**src/rtl/tone_freq_meter.sv**
```systemverilog
module tone_freq_meter #(
  parameter int CH     = 4,
  parameter int CW     = 16,
  parameter int GW     = 16,
  parameter int RELOAD = 9999
) (
  input  logic               clk,
  input  logic               rst,
  input  logic               tick,
  input  logic [CH-1:0]      tone_in,
  output logic [CH*CW-1:0]   result,
  output logic               result_vld
);
  localparam logic [GW-1:0] GATE_INIT = GW'(RELOAD);

  logic [CH-1:0]    sync_a, sync_b, prev, pend;
  logic [GW-1:0]    gate;
  logic [CH*CW-1:0] cnt;

  wire [CH-1:0] fall = prev & ~sync_b;
  wire          snap = tick && (gate == '0);

  always_ff @(posedge clk) begin
    if (rst) begin
      sync_a     <= '0;
      sync_b     <= '0;
      prev       <= '0;
      pend       <= '0;
      gate       <= GATE_INIT;
      result_vld <= 1'b0;
    end else begin
      sync_a     <= tone_in;
      sync_b     <= sync_a;
      prev       <= sync_b;
      pend       <= (tick ? '0 : pend) | fall;
      result_vld <= snap;
      if (tick) gate <= snap ? GATE_INIT : gate - 1'b1;
    end
  end

  for (genvar i = 0; i < CH; i++) begin : g_ch
    always_ff @(posedge clk) begin
      if (rst) begin
        cnt[i*CW +: CW]    <= '0;
        result[i*CW +: CW] <= '0;
      end else if (tick) begin
        if (snap) begin
          result[i*CW +: CW] <= cnt[i*CW +: CW];
          cnt[i*CW +: CW]    <= CW'(pend[i]);
        end else begin
          cnt[i*CW +: CW]    <= cnt[i*CW +: CW] + CW'(pend[i]);
        end
      end
    end
  end
endmodule


```
**config.mk**
```make
export PLATFORM = sky130hd
export DESIGN_NAME = tone_freq_meter
export DESIGN_NICKNAME = d
export VERILOG_FILES = /design/src/rtl/tone_freq_meter.sv
export SDC_FILE = /design/constraint.sdc
export NUM_CORES = 1
export LEC_CHECK = 0
export BUFFER_PORTS_ARGS = -buffer_cell sky130_fd_sc_hd__clkbuf_2
export CAP_MARGIN = 20
export CORE_MARGIN = 2
export CORE_UTILIZATION = 50
export CTS_BUF_LIST = sky130_fd_sc_hd__clkbuf_2 sky130_fd_sc_hd__clkbuf_4 sky130_fd_sc_hd__clkbuf_8
export CTS_CLUSTER_SIZE = 12
export DETAILED_ROUTE_END_ITERATION = 12
export GPL_TIMING_DRIVEN = 0
export PLACE_DENSITY_LB_ADDON = 0.2
export SLEW_MARGIN = 5
export SYNTH_ARGS = -nofsm -noshare
export SYNTH_HDL_FRONTEND = slang
export SYNTH_SLANG_ARGS = --single-unit
```
**constraint.sdc**
```tcl
create_clock -name clk -period 4.65 [get_ports clk]
set_clock_uncertainty 0.15 [all_clocks]
set_input_delay 1.395 -clock clk [delete_from_list [all_inputs] [get_ports clk]]
set_output_delay 1.395 -clock clk [all_outputs]
set_load 0.01 [all_outputs]
```
Yosys cells after proc, flatten, opt, wreduce, memory -nomap -nowiden:

Index checks and enable logic that the tools add are counted.

* flip-flop bits (word level): 161
* output and inout bits: 65
* bits of input ports: 7
* logic and storage cells: 31

* reductions and logical operators: 3
* add/sub/neg operators: 5
* bitwise gates (word level): 3
* multiplexer cells: 6

Operator list (count)
* $mux W16: 5
* $add A16 B1 Y16: 4
* $logic_not A16 Y1: 1
* $sub A16 B1 Y16 const B: 1
* $and A4 B4 Y4: 1
* $mux W4: 1
* $not A4 Y4: 1
* $or A4 B4 Y4: 1
* $reduce_and A2 Y1: 1
* $logic_and A1 B1 Y1: 1

Logic depth before layout (Yosys ltp):

Gate-level depths: netlist of run 1.

* word-level depth: 3
* mapped depth: 8
* mapped depth without buffers: 6

Least setup slack after synthesis of run 1:

No wires, ideal clock.

* kind: input to register
* from: input tick
* to: register result[29]
* stages on the path: 6
* setup slack: 1.759 ns
* arrival: 2.624 ns
* cell sequence: nor3b_1 > and3_1 > clkbuf_1 > a21oi_2 > clkbuf_1 > a22o_1

* word-level cells in the longest chain between the ends: 2

RTL lines
* start: declaration: line 9 `input logic tick,`
* $logic_and A1 B1 Y1: line 21 `wire snap = tick && (gate == '0);`
* $reduce_and A2 Y1 (no source line) (*)
* end signal: indexed assignment: line 48 `result[i*CW +: CW] <= cnt[i*CW +: CW];`
* end: declaration: line 11 `output logic [CH*CW-1:0] result,`

Mark *: on every way between the ends. The rest lies on a longest branch, timed or not.
A chain may end at the register's enable or synchronous reset.

Worst setup path after layout of run 1:

* from: input tick
* to: register result[45]

Same word-level chain as after synthesis.

==> results of run 1 <==
worst paths after layout:
check / endpoint / cells past startpoint
worst max-delay path: result[45] / 7
worst min-delay path: sync_b[0] / 1
worst max register to register: result[41] / 7
worst min register to register: sync_b[0] / 1
logic make-up (layout without fill, tap and decap cells):
| group | after synthesis | count (layout) | share of synthesized area (%) |
|---|---|---|---|
| and+or+nand+nor | 231 | 231 | 20.1 |
| DFF | 161 | 161 | 52.4 |
| buffers and inverters | 41 | 143 | 3.40 |
| adders and majority gates | 10 | 10 | 2.03 |
| xor gates and xnor gates | 61 | 61 | 8.69 |
| AOI/OAI and AO/OA | 105 | 105 | 13.4 |
through the flow:
stage          utilization (%)  power [mW]  instances
5_1_grt                   58.6        2.47        858
3_5_place_dp              55.7        1.49        826
4_1_cts                   58.6        2.40        858
6_report                  58.6        2.38        858
2_1_floorplan                -        1.46        609
3_3_place_gp              55.7        1.48        826
sequential cells by signal, summed over array words and instances, names as in the netlist:
signal,cells
cnt,64
result,64
gate,16
pend,4
prev,4
sync_a,4
sync_b,4
result_vld,1
per-layer routing:
metal,global-route usage (%),up-vias,part of all wire (%)
met2,34.0,100,47
met5,0,-,0
met4,9.80,0,2.1
li1,-,2362,-
met1,26.6,2323,47
met3,5.01,22,4.6
power by group through the flow:
stage               combinational, mW  clock, mW  sequential [mW]
detailed placement             0.0606          0             1.42
global placement               0.0592          0             1.42
global route                   0.0675       1.01             1.39
floorplan                      0.0404          0             1.42
CTS                            0.0608      0.949             1.39
finish                         0.0599      0.927             1.39
final cells by class:
type	count	area, µm²	share of cell area (%)
plain buffers	32	175	2.49
clock buffers	21	264	3.75
clock inverters	11	91.3	1.30
inverters	9	33.8	0.480
multi-input cells	407	2720	38.6
flip-flops and latches	161	3220	45.8
well taps	147	184	2.61
repair buffers	70	350	4.98
cells in the final DEF, fill, tap and decap left out, drive strengths merged, types with 3 or more instances in the layout:
cell        n
ha         10
a311oi      4
a22o       64
xnor2      39
clkinv      7
nor3        9
o21ai       7
nand3      27
nand2b     12
nor2b      12
dfxtp     161
or3         6
or4         3
clkinvlp    3
o211ai      4
clkbuf    104
nand4      22
nand2      30
and3        7
a21oi      17
inv         9
buf        19
a31o        3
nor3b       5
xor2       22
nor2       72
nor4       19
==> impl_metrics.env, run 1 <==
export IMPL_status="finished, final reports clean"
export IMPL_synthTopCellsByCount="dfxtp_1 (161), nor2_1 (72), a22o_1 (64), xnor2_1 (39), nand2_1 (30)"
export IMPL_synth_top_area_cell="dfxtp_1"
export IMPL_drt_initial_drc_count=284
export IMPL_hold_violations=0
export IMPL_pwr_share_clk_pct=39.0
export IMPL_clock_sinks=161
export IMPL_placed_area_um2=6690
export IMPL_yosysWarnings=0
export IMPL_cp_cell_sequence="clkbuf_2 -> nor3b_1 -> nand3_1 -> nor4_1 -> buf_4 -> buf_6 -> a22o_1"
export IMPL_num_rows=40
export IMPL_gp_congestion=0.886
export IMPL_worst_pin_slew_ps=652
export IMPL_avgRoutedWirePerCell_um=15.4
export IMPL_grt_pass1_wl_um=21800
export IMPL_worstHoldStart="sync_a[0]"
export IMPL_synth_area_um2=6150
export IMPL_comb_power_share_pct=2.5
export IMPL_drc=0
export IMPL_fin_crit_ps=3160
export IMPL_dp_slack_ps=1060
export IMPL_hold_path_class="flip-flop to flip-flop"
export IMPL_insertion_delay_ps=460
export IMPL_synth_edff_count=0
export IMPL_rsz0062_at_grt="false"
export IMPL_max_cap_viol_count=0
export IMPL_p_leak_nw=2.69
export IMPL_critPathTopFamily="simple AND/OR/NAND/NOR gates"
export IMPL_numCtsBuffers=17
export IMPL_slew_viol_final=0
export IMPL_fin_hold_ws_ps=291
export IMPL_worstReg2RegStart="gate[0]"
export IMPL_worstSetupStartpointType="input port"
export IMPL_initial_core_util_pct=51.2
export IMPL_fin_tns_setup_ps=0
export IMPL_r2r_slack_ps=2210
export IMPL_power_frac_seq_pct=58.5
export IMPL_grt_pass1_vias=4582
export IMPL_area_delta_synth_final_pct=14.5
export IMPL_antenna_cells=0
export IMPL_dr_total_vias=4807
export IMPL_synth_async_reset_ratio_pct=0
export IMPL_cts_buffer_depth=2
export IMPL_path_clk_slew_ps=80
export IMPL_cp_buffers_inverters=3
export IMPL_cts_max_level=4
export IMPL_ys_seq_elements=161
export IMPL_viasPerCell=5.60
export IMPL_arrival_ps=3420
export IMPL_p_int_mw=1.84
export IMPL_power_per_cell_area_nw_per_um2=338
export IMPL_grt_max_degree=17
export IMPL_syn_inst=609
export IMPL_ant_nets=0
export IMPL_cts_tree="done"
export IMPL_yosysTopAreaCellShare_pct=52.4
export IMPL_max_freq_mhz=316
export IMPL_fill_cells=1048
export IMPL_die_area_um2=13200
export IMPL_yosys_top_cells_area="dfxtp_1 (52%), a22o_1 (9.1%), xnor2_1 (5.6%)"
export IMPL_endpoint_kind="flip-flop"
export IMPL_dp_hpwl_um=9370
export IMPL_synth_ff_type="dfxtp_1"
export IMPL_die_y_um=115
export IMPL_crit_required_ps=4910
export IMPL_cts_resized=0
export IMPL_peakVddDrop_mv=0.181
export IMPL_worst_slack_ps=1490
export IMPL_wl_um=13200
export IMPL_grt_usage_pct=21.0
export IMPL_cp_slowest_cell="nor4_1"
export IMPL_crit_start="tick"
export IMPL_syn_nets=626
export IMPL_core_um2=12000
export IMPL_p_switching_mw=0.535
export IMPL_maxSlewHeadroom_pct=56.2
export IMPL_post_cts_buffers=0
export IMPL_finalCritPeriodShare_pct=68.0
export IMPL_stdcell_area_um2=7040
export IMPL_nNetsFinal=715
export IMPL_netSwitchingFraction_pct=22.5
export IMPL_grt_overflow=0
export IMPL_cp_slowest_stage_delay_ps=490
export IMPL_antenna_found_initial=0
export IMPL_crit_path_max_fanout=10
export IMPL_syn_avg_cell_area_um2=10.1
export IMPL_yosys_cell_types_count=44
export IMPL_root_buffer="clkbuf_8"
export IMPL_path_class="input port to flip-flop"
export IMPL_setup_violations=0
export IMPL_seq_area_frac_synth_pct=52.4
export IMPL_yosysMostFrequentCell="dfxtp_1"
export IMPL_io_pins=72
export IMPL_dr_pass1_iters=5
export IMPL_die_w_um=115
export IMPL_drive_gt1_share_pct=18.6
export IMPL_hold_buffers=0
export IMPL_portBuffers=70
(Power assumes the default switching activity.)
==> run 2, diff against run 1 <==
Settings changed: ABC_AREA set to 1.
Clock period 4.65 ns to 3.17 ns, I/O delays scaled along.
==> run 2 against run 1 <==
Synthesized cell count is 52% higher. Critical path type is now flip-flop to primary output. Critical endpoint is now result[31]. Largest cell class unchanged. Combinational power is 84% higher. Clock power is 78% higher. Sequential share of layout area is 3.7 points lower. Sequential cell count stayed put. Total power is 60% higher.
==> impl_metrics.env, run 2 <==
export IMPL_status="finished, final reports clean"
export IMPL_syn_nets=940
export IMPL_worstRegToRegCells=12
export IMPL_ys_seq_elements=161
export IMPL_synthMuxAreaShare_pct=0
export IMPL_antenna_found_initial=0
export IMPL_peakVddDrop_mv=0.288
export IMPL_initial_core_util_pct=50.8
export IMPL_io_pins=72
export IMPL_cts_resized=0
export IMPL_post_cts_buffers=0
export IMPL_cts_tree="done"
export IMPL_grt_usage_pct=21.2
export IMPL_grt_pass1_wl_um=24000
export IMPL_syn_avg_cell_area_um2=7.20
export IMPL_drt_initial_drc_count=282
export IMPL_avgRoutedWirePerCell_um=12.0
export IMPL_cp_slowest_cell="dfxtp_1"
export IMPL_wl_um=14400
export IMPL_cts_buffer_depth=2
export IMPL_die_w_um=119
export IMPL_stdcell_area_um2=7660
export IMPL_fin_tns_setup_ps=0
export IMPL_area_delta_synth_final_pct=15.3
export IMPL_grt_pass1_vias=5036
export IMPL_yosys_cell_types_count=30
export IMPL_maxSlewHeadroom_pct=62.3
export IMPL_grt_overflow=0
export IMPL_reg2reg_to="result[33]"
export IMPL_antenna_cells=0
export IMPL_rsz0062_at_grt="false"
export IMPL_hold_buffers=0
export IMPL_worst_pin_slew_ps=565
export IMPL_grt_max_degree=17
export IMPL_hold_violations=0
export IMPL_worstReg2RegStart="gate[0]"
export IMPL_synth_async_reset_ratio_pct=0
export IMPL_slew_viol_final=0
export IMPL_viasPerCell=4.78
export IMPL_power_per_cell_area_nw_per_um2=497
export IMPL_worstSetupStartpointType="flip-flop"
export IMPL_max_cap_viol_count=0
export IMPL_crit_required_ps=2070
export IMPL_crit_path_max_fanout=2
export IMPL_core_um2=13100
export IMPL_r2r_slack_ps=1150
export IMPL_synth_top_family_by_area="simple AND/OR/NAND/NOR gates"
export IMPL_arrival_ps=980
export IMPL_cp_buffers_inverters=1
export IMPL_critPathTopFamily="flip-flops"
export IMPL_placed_area_um2=7220
export IMPL_cp_slowest_stage_delay_ps=370
export IMPL_syn_inst=923
export IMPL_portBuffers=71
export IMPL_yosysWarnings=0
export IMPL_synth_compound_area_share_pct=3.84
export IMPL_root_buffer="clkbuf_8"
export IMPL_path_class="flip-flop to primary output"
export IMPL_hold_path_class="flip-flop to flip-flop"
export IMPL_biggestRegsByFlops="cnt x64, result x64, gate x16"
export IMPL_final_common_cell="nand2_1"
export IMPL_die_area_um2=14200
export IMPL_dr_total_vias=5748
export IMPL_yosys_area_share_simple_pct=36.3
export IMPL_clock_sinks=161
export IMPL_p_leak_nw=3.59
export IMPL_final_cell_mix="nand2_1 (329), dfxtp_1 (161), nor2_1 (143), inv_1 (77), clkbuf_2 (71)"
export IMPL_instances_no_fill=1202
export IMPL_finalCritPeriodShare_pct=65.6
export IMPL_drc=0
export IMPL_die_y_um=119
export IMPL_endpoint_kind="primary output"
export IMPL_synth_top_area_cell="dfxtp_1"
export IMPL_setup_violations=0
export IMPL_seq_area_frac_synth_pct=48.5
export IMPL_ant_nets=0
export IMPL_gp_congestion=0.849
export IMPL_worstHoldStart="sync_a[1]"
export IMPL_drive_gt1_share_pct=13.4
export IMPL_insertion_delay_ps=460
export IMPL_yosysMostFrequentCell="nand2_1"
export IMPL_synthTopCellsByCount="nand2_1 (329), dfxtp_1 (161), nor2_1 (143), inv_1 (77), nand3_1 (50)"
export IMPL_yosys_top_cells_area="dfxtp_1 (49%), nand2_1 (19%), nor2_1 (8.1%)"
export IMPL_nNetsFinal=1030
export IMPL_numCtsBuffers=17
export IMPL_min_to="sync_b[1]"
export IMPL_synth_ff_type="dfxtp_1"
export IMPL_cts_max_level=4
export IMPL_regArea_um2=3220
export IMPL_dr_pass1_iters=5
export IMPL_synth_area_um2=6640
export IMPL_num_rows=42
export IMPL_fill_cells=1262
export IMPL_dp_hpwl_um=10100
export IMPL_dp_cells=1170
export IMPL_holdPathStages=2
export IMPL_multiInputGateArea_um2=2930
export IMPL_max_freq_mhz=481
export IMPL_fin_crit_ps=2080
export IMPL_synth_fa_ha_area_share_pct=1.88
export IMPL_yosysTopAreaCellShare_pct=48.5
export IMPL_synth_edff_count=0
export IMPL_path_clk_slew_ps=80
export IMPL_synth_xor_xnor_area_share_pct=1.98
export IMPL_cp_cell_sequence="clkbuf_2"
-- run 2: cell families (layout without fill, tap and decap cells) --
group | after synthesis | in the layout
simple gates | 580 | 580
flops | 161 | 161
buf+inv | 108 | 211
compound gates | 49 | 49
xor+xnor | 15 | 15
fa+ha+maj | 10 | 10
-- run 2: worst max path at each step --
stage               startpoint         end  depth (start not counted)
floorplan                 tick  result[16]                         11
CTS                    gate[0]  result[33]                         12
detailed placement        tick  result[33]                         11
finish              result[31]  result[31]                          1
global placement          tick     cnt[39]                          7
global route           gate[0]  result[33]                         12
-- run 2: per-layer routing --
layer | up-vias | wire length [µm] | global-route usage (%)
li1 | 3063 | - | -
met1 | 2548 | 7050 | 29.2
met2 | 117 | 6460 | 32.7
met3 | 20 | 668 | 4.26
met4 | 0 | 254 | 8.18
met5 | - | 0 | 0
-- run 2: power by group --
part	leakage (nW)	internal (mW)	total (mW)	switching, mW
logic	2.07	0.0311	0.110	0.0793
clock network	0.227	0.923	1.65	0.728
registers	1.30	2.03	2.04	0.00721
-- run 2: stage by stage --
stage / total power [mW] / setup WS, ps / hold WS [ps] / utilization [%]
3_3_place_gp: 2.20 / 607 / 240 / 55.2
5_1_grt: 3.93 / 908 / 282 / 58.5
2_1_floorplan: 2.16 / 1070 / 238 / -
4_1_cts: 3.84 / 1050 / 259 / 58.5
3_5_place_dp: 2.20 / 598 / 247 / 55.2
6_report: 3.80 / 1090 / 256 / 58.5
-- run 2: final cells by class --
type / count / share of cell area [%]
clock inverter: 10 / 2.04
multi-input combinational: 654 / 38.2
inverter: 78 / 3.86
tap: 176 / 2.88
clock buffer: 22 / 3.71
timing repair buffer: 71 / 4.64
buffer: 30 / 2.58
sequential: 161 / 42.1
==> run 3, diff against run 2 <==
Clock period 3.17 ns to 1.9 ns, I/O delays scaled along.
==> run 3 against run 2 <==
Via count rose by 1.2%. Sequential share of layout area fell by 0.54 points. Core utilization grew 0.78 points. Register-to-register slack lost 1000 ps. Clock power rose by 67%. Critical endpoint is now cnt[56]. Critical path depth increased by 8. Total power rose by 67%.
==> impl_metrics.env, run 3 (synthesized netlist as in run 2, its figures left out) <==
export IMPL_status="finished, final reports clean"
export IMPL_biggestRegsByFlops="cnt x64, result x64, gate x16"
export IMPL_nNetsFinal=1036
export IMPL_hold_violations=0
export IMPL_hold_buffers=0
export IMPL_cts_buffer_depth=2
export IMPL_instances_no_fill=1208
export IMPL_fin_hold_ws_ps=146
export IMPL_grt_usage_pct=21.2
export IMPL_power_frac_seq_pct=53.6
export IMPL_antenna_cells=0
export IMPL_worst_pin_slew_ps=557
export IMPL_crit_path_max_fanout=3
export IMPL_endpoint_kind="flip-flop"
export IMPL_die_area_um2=14200
export IMPL_cts_max_level=4
export IMPL_p_switching_mw=1.37
export IMPL_num_rows=42
export IMPL_io_pins=72
export IMPL_path_clk_slew_ps=90
export IMPL_maxSlewHeadroom_pct=62.9
export IMPL_hold_path_class="input port to flip-flop"
export IMPL_cts_tree="done"
export IMPL_portBuffers=71
export IMPL_pwr_share_clk_pct=43.4
export IMPL_viasPerCell=4.81
export IMPL_grt_pass1_wl_um=24000
export IMPL_drt_initial_drc_count=291
export IMPL_finalCritPeriodShare_pct=93.6
export IMPL_max_cap_viol_count=0
export IMPL_grt_pass1_vias=5063
export IMPL_final_common_cell="nand2_1"
export IMPL_dp_slack_ps=-291
export IMPL_setup_violations=0
export IMPL_dp_hpwl_um=10100
export IMPL_area_delta_synth_final_pct=16.8
export IMPL_slew_viol_final=0
export IMPL_clock_sinks=161
export IMPL_utilization_pct=59.3
export IMPL_arrival_ps=2030
export IMPL_core_um2=13100
export IMPL_fin_crit_ps=1780
export IMPL_ant_nets=0
export IMPL_crit_required_ps=2150
export IMPL_root_buffer="clkbuf_8"
export IMPL_netSwitchingFraction_pct=21.5
export IMPL_grt_overflow=0
export IMPL_worstSetupStartpointType="flip-flop"
export IMPL_path_class="flip-flop to flip-flop"
export IMPL_die_y_um=119
export IMPL_dr_total_vias=5815
export IMPL_peakVddDrop_mv=0.478
export IMPL_p_leak_nw=3.63
export IMPL_dp_cells=1170
export IMPL_avgRoutedWirePerCell_um=12.1
export IMPL_antenna_found_initial=0
export IMPL_p_int_mw=4.99
export IMPL_gp_congestion=0.849
export IMPL_wl_um=14600
export IMPL_final_cell_mix="nand2_1 (329), dfxtp_1 (160), nor2_1 (135), inv_1 (75), clkbuf_2 (73)"
export IMPL_insertion_delay_ps=460
export IMPL_die_w_um=119
export IMPL_drive_gt1_share_pct=15.4
export IMPL_numCtsBuffers=17
export IMPL_worst_slack_ps=122
export IMPL_p_total_mw=6.36
export IMPL_dr_pass1_iters=5
export IMPL_initial_core_util_pct=50.8
export IMPL_power_per_cell_area_nw_per_um2=819
export IMPL_grt_max_degree=17
export IMPL_comb_power_share_pct=3.0
export IMPL_max_freq_mhz=562
export IMPL_drc=0
==> run 3: changes by cell type in the layout (fill, tap and decap cells not counted), moves of 3 or more <==
cell,change
buf_4,+7
clkbuf_1,-3
nor2_1,-8
nor2_2,+5
nor2_4,+3
==> run 3: final cells by class <==
type	instances	area, µm²
Clock buffer	22	284
Sequential cell	161	3220
Inverter	78	295
Multi-Input combinational cell	654	2970
Timing Repair Buffer	77	400
Clock inverter	10	156
Tap cell	176	220
Fill cell	1250	5330
Buffer	30	209
==> run 3: repair_timing <==
action	in CTS	in global routing
resized for setup	6	17
endpoints found under the setup margin	89	117
setup buffers	1	5
hold endpoints to repair	0	0
pin swaps	1	3
==> run 3: per-stage QoR <==
step	cell area [µm²]	TNS (ps)
final	7760	0
after global routing	7760	-3.97
after CTS	7680	0
after detailed placement	7220	-19870
after global placement	7220	-18540
after floorplan	6640	0
==> run 3: worst paths after layout <==
path                                  from   endpoint  slack, ps  depth (start not counted)
worst max-delay path               pend[3]    cnt[56]        120                          9
worst min-delay path            tone_in[1]  sync_a[1]        150                          3
worst max register to register     pend[3]    cnt[56]        120                          9
worst min register to register   sync_a[1]  sync_b[1]        260                          2
==> run 3: critical path: stages, from the launching register on <==
cell,delay [ps]
dfxtp_1,390
ha_1,190
ha_1,190
nand2_1,80
nor2_2,150
nand3_2,120
nor2_2,160
buf_4,120
nand2_1,40
a21oi_1,120
==> run 3: routing by layer <==
metal | up-vias | wire [µm] | track usage [%]
li1 | 3079 | - | -
met4 | 0 | 251 | 8.18
met1 | 2611 | 7140 | 29.3
met3 | 20 | 636 | 4.26
met2 | 105 | 6540 | 32.8
met5 | - | 0 | 0
==> run 3: power groups by stage <==
stage	clock network [mW]	logic, mW	registers (mW)
floorplan	0	0.121	3.48
global placement	0	0.183	3.48
detailed placement	0	0.185	3.48
CTS	2.81	0.189	3.40
global route	2.94	0.215	3.41
finish	2.76	0.194	3.41
